[config.mk]
export PLATFORM = sky130hd
export DESIGN_NAME = slow_periph_bridge
export DESIGN_NICKNAME = d
export VERILOG_FILES = /design/src/rtl/slowbus_pkg.sv /design/src/rtl/sb_pclk_gen.sv /design/src/rtl/sb_cycle_fsm.sv /design/src/rtl/sb_rd_latch.sv /design/src/rtl/slow_periph_bridge.sv
export SDC_FILE = /design/constraint.sdc
export NUM_CORES = 1
export LEC_CHECK = 0
export BUFFER_PORTS_ARGS = -buffer_cell sky130_fd_sc_hd__buf_2
export CAP_MARGIN = 20
export CORE_UTILIZATION = 35
export CTS_CLUSTER_DIAMETER = 200
export DETAILED_ROUTE_END_ITERATION = 7
export GPL_ROUTABILITY_DRIVEN = 0
export PLACE_DENSITY = 0.71
export SETUP_SLACK_MARGIN = 0.05
export SYNTH_ARGS = -nofsm -noshare
export SYNTH_HDL_FRONTEND = slang
export SYNTH_SLANG_ARGS = --single-unit
[constraint.sdc]
create_clock -name clk -period 3 [get_ports clk]
set_input_delay 0 -clock clk [delete_from_list [all_inputs] [get_ports clk]]
set_output_delay 0 -clock clk [all_outputs]
set_load 0.01 [all_outputs]
[src/rtl/slowbus_pkg.sv]
package slowbus_pkg;
   typedef enum logic [2:0] {
      ST_IDLE,
      ST_SYNC,
      ST_XFER,
      ST_DONE,
      ST_HOLD
   } bridge_st_t;
endpackage

[src/rtl/sb_pclk_gen.sv]
module sb_pclk_gen #(
   parameter int DIV  = 10,
   parameter int HIGH = 4
) (
   input  logic clk,
   input  logic rst_n,
   output logic pclk,
   output logic fall_tick
);
   localparam int PW  = $clog2(DIV);
   localparam int LOW = DIV - HIGH;

   logic [PW-1:0] ph;

   always_ff @(posedge clk or negedge rst_n) begin
      if (!rst_n)                      ph <= '0;
      else if (ph == PW'(DIV - 1))     ph <= '0;
      else                             ph <= ph + 1'b1;
   end

   assign pclk      = (ph >= PW'(LOW));
   assign fall_tick = (ph == PW'(DIV - 1));

   // run-length counters for checking the waveform shape
   logic [PW:0] hi_run, lo_run;
   always_ff @(posedge clk or negedge rst_n) begin
      if (!rst_n) begin
         hi_run <= '0;
         lo_run <= '0;
      end else begin
         hi_run <= pclk ? hi_run + 1'b1 : '0;
         lo_run <= pclk ? '0 : lo_run + 1'b1;
      end
   end

   a_r1_high_len: assert property (@(posedge clk) disable iff (!rst_n)
      $fell(pclk) |-> (hi_run == (PW+1)'(HIGH)));
   a_r1_low_len: assert property (@(posedge clk) disable iff (!rst_n)
      $rose(pclk) |-> (lo_run == (PW+1)'(LOW)));
endmodule

[src/rtl/sb_cycle_fsm.sv]
module sb_cycle_fsm
   import slowbus_pkg::*;
#(
   parameter int DIV = 10
) (
   input  logic clk,
   input  logic rst_n,
   input  logic as_n,
   input  logic vpa_n,
   input  logic any_strb,
   input  logic rw,
   input  logic fall_tick,
   output logic vma_n,
   output logic done,
   output logic capture
);
   localparam int RW_ = $clog2(DIV + 2) + 1;

   bridge_st_t st, st_nx;

   always_comb begin
      st_nx = st;
      unique case (st)
         ST_IDLE: if (!as_n && !vpa_n && any_strb) st_nx = ST_SYNC;
         ST_SYNC: if (as_n)           st_nx = ST_IDLE;
                  else if (fall_tick) st_nx = ST_XFER;
         ST_XFER: if (fall_tick)      st_nx = ST_DONE;
         ST_DONE:                     st_nx = ST_HOLD;
         ST_HOLD: if (as_n)           st_nx = ST_IDLE;
         default:                     st_nx = ST_IDLE;
      endcase
   end

   always_ff @(posedge clk or negedge rst_n) begin
      if (!rst_n) st <= ST_IDLE;
      else        st <= st_nx;
   end

   assign vma_n   = !((st == ST_XFER) || (st == ST_DONE));
   assign done    = (st == ST_DONE);
   assign capture = (st == ST_XFER) && fall_tick && rw;

   logic [RW_-1:0] vma_run;
   always_ff @(posedge clk or negedge rst_n) begin
      if (!rst_n)      vma_run <= '0;
      else if (!vma_n) vma_run <= vma_run + 1'b1;
      else             vma_run <= '0;
   end

   a_r3_vma_aligned: assert property (@(posedge clk) disable iff (!rst_n)
      $fell(vma_n) |-> $past(fall_tick));
   a_r4_vma_len: assert property (@(posedge clk) disable iff (!rst_n)
      $rose(vma_n) |-> (vma_run == RW_'(DIV + 1)));
   a_r7_done_pulse: assert property (@(posedge clk) disable iff (!rst_n)
      done |=> (!done && vma_n));
   a_r8_abort: assert property (@(posedge clk) disable iff (!rst_n)
      (st == ST_SYNC && as_n) |=> vma_n);
   a_r9_hold: assert property (@(posedge clk) disable iff (!rst_n)
      (st == ST_HOLD && !as_n) |=> vma_n);
endmodule

[src/rtl/sb_rd_latch.sv]
module sb_rd_latch #(
   parameter int DATA_W = 16
) (
   input  logic                  clk,
   input  logic                  rst_n,
   input  logic                  capture,
   input  logic [DATA_W/8-1:0]   strb_n,
   input  logic [DATA_W-1:0]     din,
   output logic [DATA_W-1:0]     dout
);
   localparam int LANES = DATA_W / 8;

   for (genvar i = 0; i < LANES; i++) begin : g_lane
      always_ff @(posedge clk or negedge rst_n) begin
         if (!rst_n)
            dout[8*i +: 8] <= '0;
         else if (capture && !strb_n[i])
            dout[8*i +: 8] <= din[8*i +: 8];
      end
   end

   a_r6_no_write_load: assert property (@(posedge clk) disable iff (!rst_n)
      !capture |=> $stable(dout));
endmodule

[src/rtl/slow_periph_bridge.sv]
module slow_periph_bridge #(
   parameter int DATA_W = 16,
   parameter int DIV    = 10,
   parameter int HIGH   = 4
) (
   input  logic                  clk,
   input  logic                  rst_n,
   input  logic                  as_n,
   input  logic                  rw,
   input  logic [DATA_W/8-1:0]   strb_n,
   input  logic                  vpa_n,
   input  logic [DATA_W-1:0]     pdata_in,
   output logic                  vma_n,
   output logic                  pclk,
   output logic [DATA_W-1:0]     rdata,
   output logic                  done
);
   localparam int LANES = DATA_W / 8;

   if (DATA_W % 8 != 0 || DATA_W < 8) begin : g_bad_width
      $error("slow_periph_bridge: DATA_W must be a positive multiple of 8");
   end
   if (DIV < 4) begin : g_bad_div
      $error("slow_periph_bridge: DIV must be at least 4");
   end
   if (HIGH < 1 || HIGH > DIV - 2) begin : g_bad_high
      $error("slow_periph_bridge: HIGH must leave at least two low cycles");
   end

   logic fall_tick, capture;

   sb_pclk_gen #(.DIV(DIV), .HIGH(HIGH)) u_gen (
      .clk       (clk),
      .rst_n     (rst_n),
      .pclk      (pclk),
      .fall_tick (fall_tick)
   );

   sb_cycle_fsm #(.DIV(DIV)) u_fsm (
      .clk       (clk),
      .rst_n     (rst_n),
      .as_n      (as_n),
      .vpa_n     (vpa_n),
      .any_strb  (strb_n != {LANES{1'b1}}),
      .rw        (rw),
      .fall_tick (fall_tick),
      .vma_n     (vma_n),
      .done      (done),
      .capture   (capture)
   );

   sb_rd_latch #(.DATA_W(DATA_W)) u_lat (
      .clk     (clk),
      .rst_n   (rst_n),
      .capture (capture),
      .strb_n  (strb_n),
      .din     (pdata_in),
      .dout    (rdata)
   );

   a_r2_needs_request: assert property (@(posedge clk) disable iff (!rst_n)
      (vma_n && (as_n || vpa_n || strb_n == {LANES{1'b1}}) && !fall_tick) |=> vma_n);
   a_r3_vma_pclk_low: assert property (@(posedge clk) disable iff (!rst_n)
      $fell(vma_n) |-> $fell(pclk));
endmodule

Yosys cells after proc, flatten, opt, wreduce, memory -nomap -nowiden
Cells that the tools add are included.
- input port bits: 23
- logic and storage cells: 37
- output and inout port bits: 19
- bits in registers: 23
- add/subtract/negate cells: 1
- equality and inequality tests: 10
- multiplexer cells: 7
- order comparisons: 1
- reduce and logical (&&, ||, !) cells: 14
- operator list (kind ; count):
    $mux 3 ; 5
    $pmux 3 s5 ; 1
    $eq 3x2->1 const B ; 2
    $logic_and 1x1->1 ; 6
    $logic_not 1->1 ; 5
    $add 4x1->4 const B ; 1
    $eq 4x4->1 const B ; 1
    $ge 4x3->1 const B ; 1
    $mux 4 ; 1
    $ne 2x1->1 const B ; 2
    $ne 2x2->1 const B ; 2
    $reduce_and 4->1 ; 1
    $eq 3x1->1 const B ; 1
    $eq 3x3->1 const B ; 1
    $logic_not 3->1 ; 1
    $ne 3x2->1 const B ; 1
    $logic_or 1x1->1 ; 1

Logic depth before layout (Yosys ltp)
- depth after elaboration: 5
- depth in mapped cells: 3
- gate-level depth less buffers: 3

Modules after synthesis
A second synthesis with hierarchy kept.
- cell total of the unflattened synthesis: 72
- area, all modules: 1058.5 um^2
- by module, submodules not included (module ; instances ; cells each ; area each (um^2) ; sequential area each (um^2)):
    sb_rd_latch ; 1 ; 36 ; 690.7 ; 400.4
    sb_pclk_gen ; 1 ; 16 ; 183.9 ; 100.1
    sb_cycle_fsm ; 1 ; 19 ; 180.2 ; 75.1
    slow_periph_bridge ; 1 ; 1 ; 3.8 ; 0.0

Least setup slack after synthesis
Ideal clock, no wire load.
- path kind: register to register
- start point: register u_gen.ph[1]
- end point: register u_lat.dout[0]
- stages on the path, launching flop included: 4
- data arrival time: 1.694 ns
- path slack: 1.181 ns
- path buffers: 0
- cell sequence: dfrtp_1 > or4bb_4 > nor3_4 > mux2_2
- word-level cells in the longest chain between the ends: 4
- RTL lines (element ; RTL line ; text):
    start, declared ; sb_pclk_gen.sv:13 ; logic [PW-1:0] ph;
    start signal, assigned ; sb_pclk_gen.sv:18 ; else ph <= ph + 1'b1;
    $eq 4x4->1 ; sb_pclk_gen.sv:22 ; assign fall_tick = (ph == PW'(DIV - 1));
    $logic_and 1x1->1 (2 in a row) ; sb_cycle_fsm.sv:41 ; assign capture = (st == ST_XFER) && fall_tick && rw;
    $logic_and 1x1->1 ; sb_rd_latch.sv:17 ; else if (capture && !strb_n[i])
    end signal, assigned by index ; sb_rd_latch.sv:18 ; dout[8*i +: 8] <= din[8*i +: 8];
    end, declared ; sb_rd_latch.sv:9 ; output logic [DATA_W-1:0] dout
Every way passes these cells.
A chain may end at the register's enable or synchronous reset.

Final worst setup path
- start point: register u_gen.ph[1]
- end point: register u_lat.dout[13]
The elaborated chain is that of the path after synthesis.

==> summary.txt <==
Power
  • Switching share of power: 0.228
  • Pwr Total: 0.000521 W
  • Comb pwr share: 0.115
  • Switching power: 0.000119 W
  • Max IR drop VDD: 0.375 mV
  • Clock Power Share: 0.269
  • Internal power: 0.000402 W
  • Pwr dens: 363 nW/µm²
  • Leakage power: 0.768 nW
  • Seq pwr share: 0.616

Global routing
  • Vias in the first global route: 734
  • Grt total ovfl: 0
  • Largest net degree at the start of global routing: 24
  • Total track usage: 0.149
  • First-pass GRT wire length: 3.04 mm
  • Initial antenna violation count: 0

Timing
  • Period utilization: 0.654
  • Final Hold Vio Count: 0
  • Max Fclk: 510 MHz
  • Hold_ws: 0.0350 ns
  • Clk_skew: 0.00204 ns
  • Slew headroom: 0.671
  • Unrepaired setup endpoints after global routing: no
  • Setup_tns: 0 ns
  • Pins Over Slew Limit: 0
  • Final setup violation count: 0
  • Final worst path period need: 1.96 ns
  • Tightest Pin Transition: 0.494 ns

Floorplanning
  • Die extent in x: 54.7 µm
  • Core Area: 2540 µm²
  • Top-Level Pins: 42
  • Initial Util: 0.382
  • Die ar.: 3000 µm²
  • Die H: 54.7 µm
  • # rows: 18

Outcome
  • Status: complete, no violations

Finish
  • Layout filler cell count: 228
  • Synth-to-layout area growth: 47.3%
  • Commonest cells after routing, fill and taps aside: buf_2, dfrtp_1, dlygate4sd3_1
  • Commonest non-fill, non-tap cell in the layout: buf_2
  • Layout cells sized above 1: 0.519
  • Final Net Count: 157
  • Post-route cell area: 1430 µm²
  • Inserted Diodes: 0

Worst setup path
  • Setup crit end kind: flip-flop
  • Crit-path leading delay family: simple AND/OR/NAND/NOR gates
  • Total stage count of the critical path: 3
  • Slowest CP cell: or4bb_4
  • Worst Path Arrival: 2.16 ns
  • Crit-path max FO: 8
  • FF-to-FF path depth: 3
  • CP Launch Type: flip-flop
  • Critical path buffer and inverter count: 0
  • Delay of the slowest cell on the worst path: 0.61 ns
  • Critical path type: flip-flop to flip-flop
  • Critical-path cell list: or4bb_4 > nor3_4 > mux2_2
  • Worst Path Required: 3.20 ns

Detailed routing
  • Iteration-0 DRC Markers: 14
  • Routed WL: 1.88 mm
  • Antenna Nets Post-Route: 0
  • DR DRC count: 0
  • Post-DR wirelength/cell: 11.5 µm
  • Via count: 782
  • Vias per Instance: 4.80
  • First-pass iteration count of the detailed router: 4

Clock network
  • Number of clock sinks: 23
  • CTS tree: yes
  • Clock buffer depth: 2
  • Clock Latency Late Sink: 0.31 ns
  • Clk Tree Root Cell: clkbuf_4
  • Post-CTS Setup Bufs: 0
  • Max H-tree Level: 1
  • CTS Buf Count: 3
  • Clk slew on worst S/H paths: 0.12 ns

Logic synthesis
  • Register area share after synthesis: 0.591
  • Synthesis-stage register bit count: 23
  • Synth area leaders: dfrtp_1, mux2_2, nor3_4, nand2_1, or4bb_4
  • Syn Inst Count: 69
  • Synth top area share: 0.591
  • Synth Cell Area: 973 µm²
  • Mean area per synthesized cell: 14.1 µm²
  • Yosys cell types: 21
  • Area leader, netlist: dfrtp_1
  • Post-Syn Nets: 92
  • Warnings from Yosys: 0

Place
  • HPWL after DPL: 1.32 mm
  • DP Area: 1220 µm²
  • Buffers on Ports: 41

Worst hold path
  • Type of the worst min-delay path: input port to flip-flop
  • Cell depth of the worst hold path: 4

Job
  • Max-cap violations: 0
==> cell usage after synthesis <==
master / instances
nand2b_1: 1
a21oi_1: 1
nor4_1: 1
a22o_2: 1
or4bb_4: 1
inv_1: 3
a21o_2: 1
dfrtp_1: 23
or4bb_1: 1
nor2_1: 3
mux2i_1: 1
o21ai_0: 1
nor3_4: 2
mux2_2: 17
and4bb_2: 1
xnor2_1: 1
nand3_1: 2
nand2_1: 4
a31oi_1: 2
a31o_2: 1
nor2b_1: 1
==> through the flow <==
step	setup slack, ns	util	std cells
6_report	1.04	0.563	163
5_1_grt	0.915	0.563	163
4_1_cts	1.02	0.563	163
3_5_place_dp	1.04	0.478	140
3_3_place_gp	1.06	0.478	140
2_1_floorplan	1.18	-	69
==> worst reg2reg max path: stages (launching register included) <==
cell,delay [ns]
dfrtp_1,0.46
or4bb_4,0.61
nor3_4,0.40
mux2_2,0.39
==> state kept, by name (all words and copies together), names as in the netlist <==
register / flops
u_fsm.st: 3
u_lat.dout: 16
u_gen.ph: 4
==> logic make-up (layout without fill, tap and decap cells) <==
kind of cell / Yosys count / after routing / share of synthesized area
compound gates: 7 / 7 / 0.0514
simple gates: 17 / 17 / 0.130
xor+xnor: 1 / 1 / 0.00900
mux: 18 / 18 / 0.207
flops: 23 / 23 / 0.591
buf+inv: 3 / 67 / 0.0116
==> cell type report <==
class	instances	area [µm²]	area share
repair buffers	60	395	0.276
well taps	30	37.5	0.0262
inverters	3	11.3	0.00785
clock inverters	1	5.00	0.00349
clock buffers	3	22.5	0.0157
flip-flops and latches	23	576	0.401
multi-input cells	43	387	0.270
==> timing repair <==
item / 4_1_cts / 5_1_grt
resized for setup: 0 / 0
setup endpoints to repair: 0 / 0
hold buffers: 19 / 0
endpoints found under the hold margin: 40 / 0
==> power by group through the flow <==
stage / Combinational, W / Sequential (W) / Clock (W)
after global placement: 0.0000402 / 0.000327 / 0
final: 0.0000599 / 0.000321 / 0.000140
after CTS: 0.0000602 / 0.000321 / 0.000145
after global routing: 0.0000671 / 0.000322 / 0.000162
after floorplan: 0.0000135 / 0.000327 / 0
after detailed placement: 0.0000414 / 0.000327 / 0
==> final timing paths <==
path                                           startpoint                          to  slack [ns]
worst max-delay path                u_gen.ph[1]$_DFF_PN0_  u_lat.dout[13]$_DFFE_PN0P_        1.04
worst min register to register  u_lat.dout[7]$_DFFE_PN0P_   u_lat.dout[7]$_DFFE_PN0P_        0.51
worst min-delay path                                 as_n     u_fsm.st[0]$_DFFE_PN0P_        0.04
min in group asynchronous                           rst_n     u_fsm.st[2]$_DFFE_PN0P_        0.18
max in group asynchronous                           rst_n  u_lat.dout[11]$_DFFE_PN0P_        2.50
worst max register to register      u_gen.ph[1]$_DFF_PN0_  u_lat.dout[13]$_DFFE_PN0P_        1.04
==> per-layer routing <==
layer  share of wire  track usage  up-vias  wire length (µm)
met4          0.0037       0.0299        0                 7
met2            0.52        0.271       30               973
met5               0            0        -                 0
met3           0.066       0.0583        2               125
met1            0.41        0.160      376               776
li1                -            -      374                 -
(Power assumes the default switching activity.)
